--- config.mk ---
export PLATFORM = sky130hd
export DESIGN_NAME = exc_vec_unit
export DESIGN_NICKNAME = d
export VERILOG_FILES = /design/src/rtl/exc_vec_pkg.sv /design/src/rtl/exc_vec_ctrl.sv /design/src/rtl/exc_vec_dp.sv /design/src/rtl/exc_vec_unit.sv
export SDC_FILE = /design/constraint.sdc
export NUM_CORES = 1
export LEC_CHECK = 0
export BUFFER_PORTS_ARGS = -buffer_cell sky130_fd_sc_hd__buf_2
export CORE_MARGIN = 4
export CORE_UTILIZATION = 47
export CTS_BUF_LIST = sky130_fd_sc_hd__clkbuf_16
export DETAILED_ROUTE_END_ITERATION = 6
export GPL_ROUTABILITY_DRIVEN = 0
export PLACE_DENSITY = 0.8
export SYNTH_ARGS = -nofsm -noshare
export SYNTH_HDL_FRONTEND = slang
export SYNTH_HIERARCHICAL = 1
export SYNTH_SLANG_ARGS = --single-unit
--- constraint.sdc ---
create_clock -name clk -period 2.59 [get_ports clk]
set_input_delay 0.1295 -clock clk [delete_from_list [all_inputs] [get_ports clk]]
set_output_delay 0.1295 -clock clk [all_outputs]
set_load 0.02 [all_outputs]
--- src/rtl/exc_vec_pkg.sv ---
package exc_vec_pkg;

  localparam int unsigned NUM_KIND = 7;
  localparam int unsigned KIND_W   = 3;
  localparam int unsigned MODE_W   = 5;

  // Index order is arbitration order: lower index wins.
  typedef enum logic [KIND_W-1:0] {
    KIND_RESET = 3'd0,
    KIND_DABT  = 3'd1,
    KIND_FIQ   = 3'd2,
    KIND_IRQ   = 3'd3,
    KIND_PABT  = 3'd4,
    KIND_UNDEF = 3'd5,
    KIND_SWI   = 3'd6
  } excKind_e;

  localparam logic [MODE_W-1:0] MODE_FIQ = 5'h11;
  localparam logic [MODE_W-1:0] MODE_IRQ = 5'h12;
  localparam logic [MODE_W-1:0] MODE_SVC = 5'h13;
  localparam logic [MODE_W-1:0] MODE_ABT = 5'h17;
  localparam logic [MODE_W-1:0] MODE_UND = 5'h1B;

  localparam int unsigned BIT_T = 5;
  localparam int unsigned BIT_F = 6;
  localparam int unsigned BIT_I = 7;

  // Strobes from control to datapath.
  typedef struct packed {
    logic     doEntry;
    logic     doReturn;
    excKind_e kind;
  } seqStrobe_t;

  function automatic logic [4:0] vecOffset(excKind_e k);
    case (k)
      KIND_RESET: vecOffset = 5'h00;
      KIND_UNDEF: vecOffset = 5'h04;
      KIND_SWI:   vecOffset = 5'h08;
      KIND_PABT:  vecOffset = 5'h0C;
      KIND_DABT:  vecOffset = 5'h10;
      KIND_IRQ:   vecOffset = 5'h18;
      default:    vecOffset = 5'h1C;
    endcase
  endfunction

  function automatic logic [MODE_W-1:0] targetMode(excKind_e k);
    case (k)
      KIND_RESET, KIND_SWI:  targetMode = MODE_SVC;
      KIND_UNDEF:            targetMode = MODE_UND;
      KIND_PABT, KIND_DABT:  targetMode = MODE_ABT;
      KIND_IRQ:              targetMode = MODE_IRQ;
      default:               targetMode = MODE_FIQ;
    endcase
  endfunction

  function automatic logic masksFast(excKind_e k);
    masksFast = (k == KIND_RESET) || (k == KIND_FIQ);
  endfunction

  function automatic logic [3:0] linkAdjust(excKind_e k);
    linkAdjust = (k == KIND_DABT) ? 4'd8 : 4'd4;
  endfunction

endpackage

--- src/rtl/exc_vec_ctrl.sv ---
module exc_vec_ctrl
  import exc_vec_pkg::*;
#(
  parameter int unsigned KINDS = NUM_KIND
) (
  input  logic             clk,
  input  logic             rstN,
  input  logic [KINDS-1:0] reqVec,
  input  logic             maskIrq,
  input  logic             maskFiq,
  input  logic             retReq,
  output seqStrobe_t       strobe
);

  logic [KINDS-1:0] effReq;
  logic             holdOff;
  logic             anyReq;
  excKind_e         pickKind;

  generate
    for (genvar g = 0; g < KINDS; g++) begin : g_mask
      if (g == int'(KIND_IRQ)) begin : g_irq
        assign effReq[g] = reqVec[g] & ~maskIrq;
      end else if (g == int'(KIND_FIQ)) begin : g_fiq
        assign effReq[g] = reqVec[g] & ~maskFiq;
      end else begin : g_plain
        assign effReq[g] = reqVec[g];
      end
    end
  endgenerate

  assign anyReq = |effReq;

  always_comb begin
    pickKind = KIND_SWI;
    for (int i = KINDS - 1; i >= 0; i--) begin
      if (effReq[i]) pickKind = excKind_e'(KIND_W'(i));
    end
  end

  always_comb begin
    strobe.doEntry  = !holdOff && anyReq;
    strobe.doReturn = !holdOff && !anyReq && retReq;
    strobe.kind     = pickKind;
  end

  always_ff @(posedge clk or negedge rstN) begin
    if (!rstN) holdOff <= 1'b0;
    else       holdOff <= strobe.doEntry || strobe.doReturn;
  end

endmodule

--- src/rtl/exc_vec_dp.sv ---
module exc_vec_dp
  import exc_vec_pkg::*;
#(
  parameter int unsigned      DATA_W  = 32,
  parameter logic [DATA_W-1:0] HI_BASE = 32'hFFFF_0000
) (
  input  logic              clk,
  input  logic              rstN,
  input  seqStrobe_t        strobe,
  input  logic [DATA_W-1:0] curPsr,
  input  logic [DATA_W-1:0] curPc,
  input  logic [DATA_W-1:0] savedPsr,
  input  logic [DATA_W-1:0] retLink,
  input  logic              hiVecEn,
  output logic              psrWrEn,
  output logic [DATA_W-1:0] psrNew,
  output logic              spsrWrEn,
  output logic [MODE_W-1:0] spsrMode,
  output logic [DATA_W-1:0] spsrVal,
  output logic              lrWrEn,
  output logic [MODE_W-1:0] lrMode,
  output logic [DATA_W-1:0] lrVal,
  output logic              pcLoad,
  output logic [DATA_W-1:0] pcNew
);

  logic [DATA_W-1:0] vecBase;
  logic [DATA_W-1:0] entryPsr;
  logic [MODE_W-1:0] entryMode;

  assign vecBase   = hiVecEn ? HI_BASE : '0;
  assign entryMode = targetMode(strobe.kind);

  always_comb begin
    entryPsr               = curPsr;
    entryPsr[MODE_W-1:0]   = entryMode;
    entryPsr[BIT_T]        = 1'b0;
    entryPsr[BIT_I]        = 1'b1;
    entryPsr[BIT_F]        = curPsr[BIT_F] | masksFast(strobe.kind);
  end

  always_ff @(posedge clk or negedge rstN) begin
    if (!rstN) begin
      psrWrEn  <= 1'b0;
      psrNew   <= '0;
      spsrWrEn <= 1'b0;
      spsrMode <= '0;
      spsrVal  <= '0;
      lrWrEn   <= 1'b0;
      lrMode   <= '0;
      lrVal    <= '0;
      pcLoad   <= 1'b0;
      pcNew    <= '0;
    end else begin
      psrWrEn  <= strobe.doEntry || strobe.doReturn;
      pcLoad   <= strobe.doEntry || strobe.doReturn;
      spsrWrEn <= strobe.doEntry;
      lrWrEn   <= strobe.doEntry;
      if (strobe.doEntry) begin
        psrNew   <= entryPsr;
        spsrVal  <= curPsr;
        spsrMode <= entryMode;
        lrMode   <= entryMode;
        lrVal    <= curPc + DATA_W'(linkAdjust(strobe.kind));
        pcNew    <= vecBase | DATA_W'(vecOffset(strobe.kind));
      end else if (strobe.doReturn) begin
        psrNew   <= savedPsr;
        pcNew    <= retLink;
      end
    end
  end

endmodule

--- src/rtl/exc_vec_unit.sv ---
module exc_vec_unit
  import exc_vec_pkg::*;
#(
  parameter int unsigned      DATA_W  = 32,
  parameter logic [DATA_W-1:0] HI_BASE = 32'hFFFF_0000
) (
  input  logic              clk,
  input  logic              rstN,
  input  logic [DATA_W-1:0] curPsr,
  input  logic [DATA_W-1:0] curPc,
  input  logic [DATA_W-1:0] savedPsr,
  input  logic [DATA_W-1:0] retLink,
  input  logic              hiVecEn,
  input  logic              reqReset,
  input  logic              reqUndef,
  input  logic              reqSwi,
  input  logic              reqPabt,
  input  logic              reqDabt,
  input  logic              reqIrq,
  input  logic              reqFiq,
  input  logic              retReq,
  output logic              psrWrEn,
  output logic [DATA_W-1:0] psrNew,
  output logic              spsrWrEn,
  output logic [4:0]        spsrMode,
  output logic [DATA_W-1:0] spsrVal,
  output logic              lrWrEn,
  output logic [4:0]        lrMode,
  output logic [DATA_W-1:0] lrVal,
  output logic              pcLoad,
  output logic [DATA_W-1:0] pcNew
);

  logic [NUM_KIND-1:0] reqVec;
  seqStrobe_t          strobe;

  always_comb begin
    reqVec             = '0;
    reqVec[KIND_RESET] = reqReset;
    reqVec[KIND_DABT]  = reqDabt;
    reqVec[KIND_FIQ]   = reqFiq;
    reqVec[KIND_IRQ]   = reqIrq;
    reqVec[KIND_PABT]  = reqPabt;
    reqVec[KIND_UNDEF] = reqUndef;
    reqVec[KIND_SWI]   = reqSwi;
  end

  exc_vec_ctrl #(.KINDS(NUM_KIND)) i_ctrl (
    .clk     (clk),
    .rstN    (rstN),
    .reqVec  (reqVec),
    .maskIrq (curPsr[BIT_I]),
    .maskFiq (curPsr[BIT_F]),
    .retReq  (retReq),
    .strobe  (strobe)
  );

  exc_vec_dp #(.DATA_W(DATA_W), .HI_BASE(HI_BASE)) i_dp (
    .clk      (clk),
    .rstN     (rstN),
    .strobe   (strobe),
    .curPsr   (curPsr),
    .curPc    (curPc),
    .savedPsr (savedPsr),
    .retLink  (retLink),
    .hiVecEn  (hiVecEn),
    .psrWrEn  (psrWrEn),
    .psrNew   (psrNew),
    .spsrWrEn (spsrWrEn),
    .spsrMode (spsrMode),
    .spsrVal  (spsrVal),
    .lrWrEn   (lrWrEn),
    .lrMode   (lrMode),
    .lrVal    (lrVal),
    .pcLoad   (pcLoad),
    .pcNew    (pcNew)
  );

endmodule

# [After elaboration in Yosys (flattened, before gate mapping)]
# Cells that the tools add are included.
# Widths: inputs -> output; s select.
[word_totals] regBits=135 inputBits=139 output_inout_bits=142 word_cells=47
[classes] add_sub_neg=1 eq_ne=6 muxes=15 bitwise_logic=6 n_reduce_logical=12
[ops] operator="$mux 32" count=5
[ops] operator="$add 32x4->32" count=1
[ops] operator="$or 32x5->32" count=1
[ops] operator="$pmux 5 s6" count=1
[ops] operator="$pmux 4 s4" count=1
[ops] operator="$mux 3" count=5
[ops] operator="$eq 3x3->1 const B" count=3
[ops] operator="$reduce_or 7->1" count=1
[ops] operator="$eq 3x2->1 const B" count=2
[ops] operator="$mux 5" count=1
[ops] operator="$mux 4" count=1
[ops] operator="$reduce_or 2->1" count=2
[ops] operator="$eq 3x1->1 const B" count=1
[ops] operator="$logic_and 1x1->1" count=3
[ops] operator="$logic_not 3->1" count=1
[ops] operator="$and 1x1->1" count=2
[ops] operator="$logic_not 1->1" count=2
[ops] operator="$logic_or 1x1->1" count=2
[ops] operator="$mux 2" count=1
[ops] operator="$not 1->1" count=2
[ops] operator="$reduce_bool 2->1" count=1
[ops] operator="$or 1x1->1" count=1

# [Longest topological paths before layout]
[logic_depth] depth_word=11 ltp_mapped=13 ltp_nobuf=12

# [Cells and area by module]
# Netlist, hierarchy kept.
[modules_own_cells] mod="exc_vec_dp" instances=1 cells_per_inst=595 area_each_um2=6095.8 seq_area_each_um2=3378.2
[modules_own_cells] mod="exc_vec_ctrl" instances=1 cells_per_inst=17 area_each_um2=147.6 seq_area_each_um2=25.0

# [Least setup slack after synthesis]
# Ideal clock, no wire load.
[synth_timing] path_kind="input-to-reg" startpoint="input port reqFiq" endpoint="register i_dp.lrVal[22]" setup_ns=0.082 t_arrival_ns=2.855 required_ns=2.508 slack_ns=-0.347 cell_stages=11 path_buffers=1 cell_sequence="nor2b_4 nor4_1 nor2_1 nand2_1 ha_1 fa_1 nand4_2 or3_1 buf_2 or4_1 a31oi_1"
[synth_rtl] element="start: declaration" line_no="exc_vec_unit.sv:20" text="input logic reqFiq,"
[synth_rtl] element="end signal: assignment" line_no="exc_vec_dp.sv:64" text="lrVal <= curPc + DATA_W'(linkAdjust(strobe.kind));"
[synth_rtl] element="end: declaration" line_no="exc_vec_dp.sv:22" text="output logic [DATA_W-1:0] lrVal,"

==> results.tsv <==
metric	value	unit
dpl.hpwl	13200	um
startpoint	curPsr[6]	
synth_area	0.00624	mm2
nFillCells	965	
hold_viol	0	
crit_required	2.91	ns
rsz0062_at_grt	no	
yosys-top-cells-area	dfrtp_1 55%, mux2i_1 7.2%, o21ai_0 5.1%	
syn2layout_area_growth	47.3	%
hold_depth	3	
r2r-start	i_ctrl/holdOff	
placed_cell_area	0.00795	mm2
drv_slew	0	
multi_input_area	0.00255	mm2
synth_edf_count	0	
leakagePower	4.29	nW
synth.cells.most_frequent	136 x dfrtp_1, 71 x nor2_1, 64 x o21ai_0	
cts_sinks	136	
reg2reg_to	i_dp/pcNew[28]	
synthArstFlopShare	100	%
cts_resized	0	
cts_tree	built	
drive_above_1_share	37.0	%
fmax	447	MHz
finish.utilization	71.7	%
drt_wl_total	19700	um
grt-ovfl-total	0	
crit_buf_inv	3	
tightest_slew	0.594	ns
grt_max_degree	98	
route.detailed.drc	0	
setup_viol	0	
cpPeakStageDelay	0.45	ns
fin_crit_sh	86.5	%
htree_num_levels	4	
period_minus_slack	2.24	ns
synth.avg_cell_area	10.2	um2
relSlewSlack	60.1	%
grt_pass1_wl	29900	um
cts_made_buffers	17	
crit_slowest_cell	or3_1	
cp.arrival	2.56	ns
cellPowerDensity	768	mW/mm2
synthDistinctLibCells	47	
antenna_found_initial	2	
timing.final.ws_setup	0.351	ns
io_buffers	280	
clk_latency	0.41	ns
reg2reg_depth	5	
routed-via-count	5962	
stdcell_area	0.00920	mm2
ys_seq_area_share	54.5	%
crit_path_frequent_cell	or3_1	
crit_path_start_kind	input port	
place_ws	-0.0445	ns
cap_viol_max_count	0	
grt_pass1_vias	5926	
synth_top_area_share	54.5	%
endpoint_kind	register	
crit_end	i_dp/lrVal[30]	
start_util	48.7	%
clock_skew	0.00638	ns
crit_fanout	6	
final_nets	1102	
synthFlopType	dfrtp_1	
ir_worst_vdd	0.000469	V
crit_chain	buf_2, nor2b_4, o21bai_1, a21oi_2, inv_2, nor2_2, nand2_1, ha_1, fa_2, nand4_4, or3_1, buf_4, or3_1, a31oi_1	
cp_top_family	simple AND/OR/NAND/NOR gates	
via_per_inst	5.21	
die_h	123	um
synth.most_common_cell	dfrtp_1	
syn_inst	612	
wl_per_cell	17.2	um
clk_pin_slew	0.06	ns
ys_warn_count	6	
die_area	0.0152	mm2
firstDrtPassIters	5	
ys_seq_elements	136	
die_w	123	um
io_pins	281	
ant_nets	0	
clock_path_buffers	2	
synth_area_leader_cell	dfrtp_1	
design.core.area	0.0128	mm2
reg2reg_slack	0.83	ns
crit_cells	14	
grtUsageTotal	25.4	%
regArea	0.00340	mm2
row_count	41	
drtIter0Drc	330	
path_class	input port to register	
cts_root_buffer	clkbuf_16	
synth_nets	757	
hold_path_class	input port to register	
status	finished, final reports clean	
-- cells by family (layout without fill, tap and decap cells) --
group,after synthesis,after routing,share of synthesized area (%)
compound gates,130,130,12.0
xor+xnor,15,15,2.10
fa+ha+maj,6,6,1.32
buf+inv,80,438,5.37
flops,136,136,54.5
mux,57,57,9.38
other cells,0,3,0
simple gates,188,188,15.3
-- worst min-delay path by stage --
stage | slack (ns) | start | end
floorplan | -0.17 | rstN | i_ctrl/holdOff
global placement | 0.09 | rstN | i_dp/spsrVal[11]
detailed placement | 0.1 | rstN | i_dp/spsrVal[10]
CTS | 0.003 | curPc[31] | i_dp/lrVal[31]
global route | 0.01 | savedPsr[3] | i_dp/psrNew[3]
finish | 0.02 | savedPsr[31] | i_dp/psrNew[31]
-- flip-flops by register name, summed over array words and instances (netlist names) --
name            flops
i_dp/lrMode         5
i_dp/spsrVal       32
i_dp/pcNew         32
i_dp/psrNew        32
i_dp/lrWrEn         1
i_dp/pcLoad         1
i_dp/lrVal         32
i_ctrl/holdOff      1
-- tightest hold or removal path, cell delays in order --
cell and delay (ns):
buf_2 0.07, mux2i_1 0.05, o21ai_0 0.13
-- placed cells by master (no fill, tap or decap), types with 6 or more instances in the layout --
cell / instances
dfrtp_1: 136
buf_4: 17
or3_1: 9
nor2_1: 69
xnor2_1: 14
a21oi_1: 21
nand4_1: 8
nand3_1: 10
buf_2: 279
nand2_1: 35
a211oi_1: 18
nor2b_1: 21
clkbuf_16: 17
o21ai_0: 64
mux2_2: 12
dlygate4sd3_1: 65
a31oi_1: 15
inv_1: 38
mux2i_1: 45
nor4_1: 6
-- layout make-up --
class,count,share of cell area [%]
repair buffers,367,24.9
multi-input cells,396,27.7
clock inverters,15,1.76
diodes,3,0.0816
clock buffers,17,4.63
inverters,39,1.59
flip-flops and latches,136,37.0
well taps,172,2.34
-- what timing repair did --
action,CTS,global route
endpoints found under the hold margin,130,0
setup endpoints to repair,0,0
setup buffers,0,0
hold buffers,65,0
-- report_power, final --
| part | internal [mW] | leakage, nW | total (mW) | switching [mW] |
|---|---|---|---|---|
| Sequential | 2.52 | 1.61 | 2.74 | 0.220 |
| Clock | 1.50 | 0.276 | 2.38 | 0.883 |
| Combinational | 0.706 | 2.40 | 1.95 | 1.24 |
| Total | 4.72 | 4.29 | 7.06 | 2.35 |
-- layer usage --
metal	GRT usage [%]	wire, um
met5	0	13
met4	10.4	552
met3	7.82	1810
met2	44.3	10000
met1	29.0	7320
-- stage by stage --
stage	std cells	hold slack [ns]	power (mW)	setup TNS, ns
floorplan	612	-0.166	3.80	-0.00957
global placement	1045	0.0909	4.58	0
detailed placement	1045	0.0966	4.62	-0.0737
CTS	1142	0.00328	7.10	0
global route	1143	0.0130	7.41	0
finish	1145	0.0217	7.06	0
Note: power is estimated with default switching activity, not from simulation.
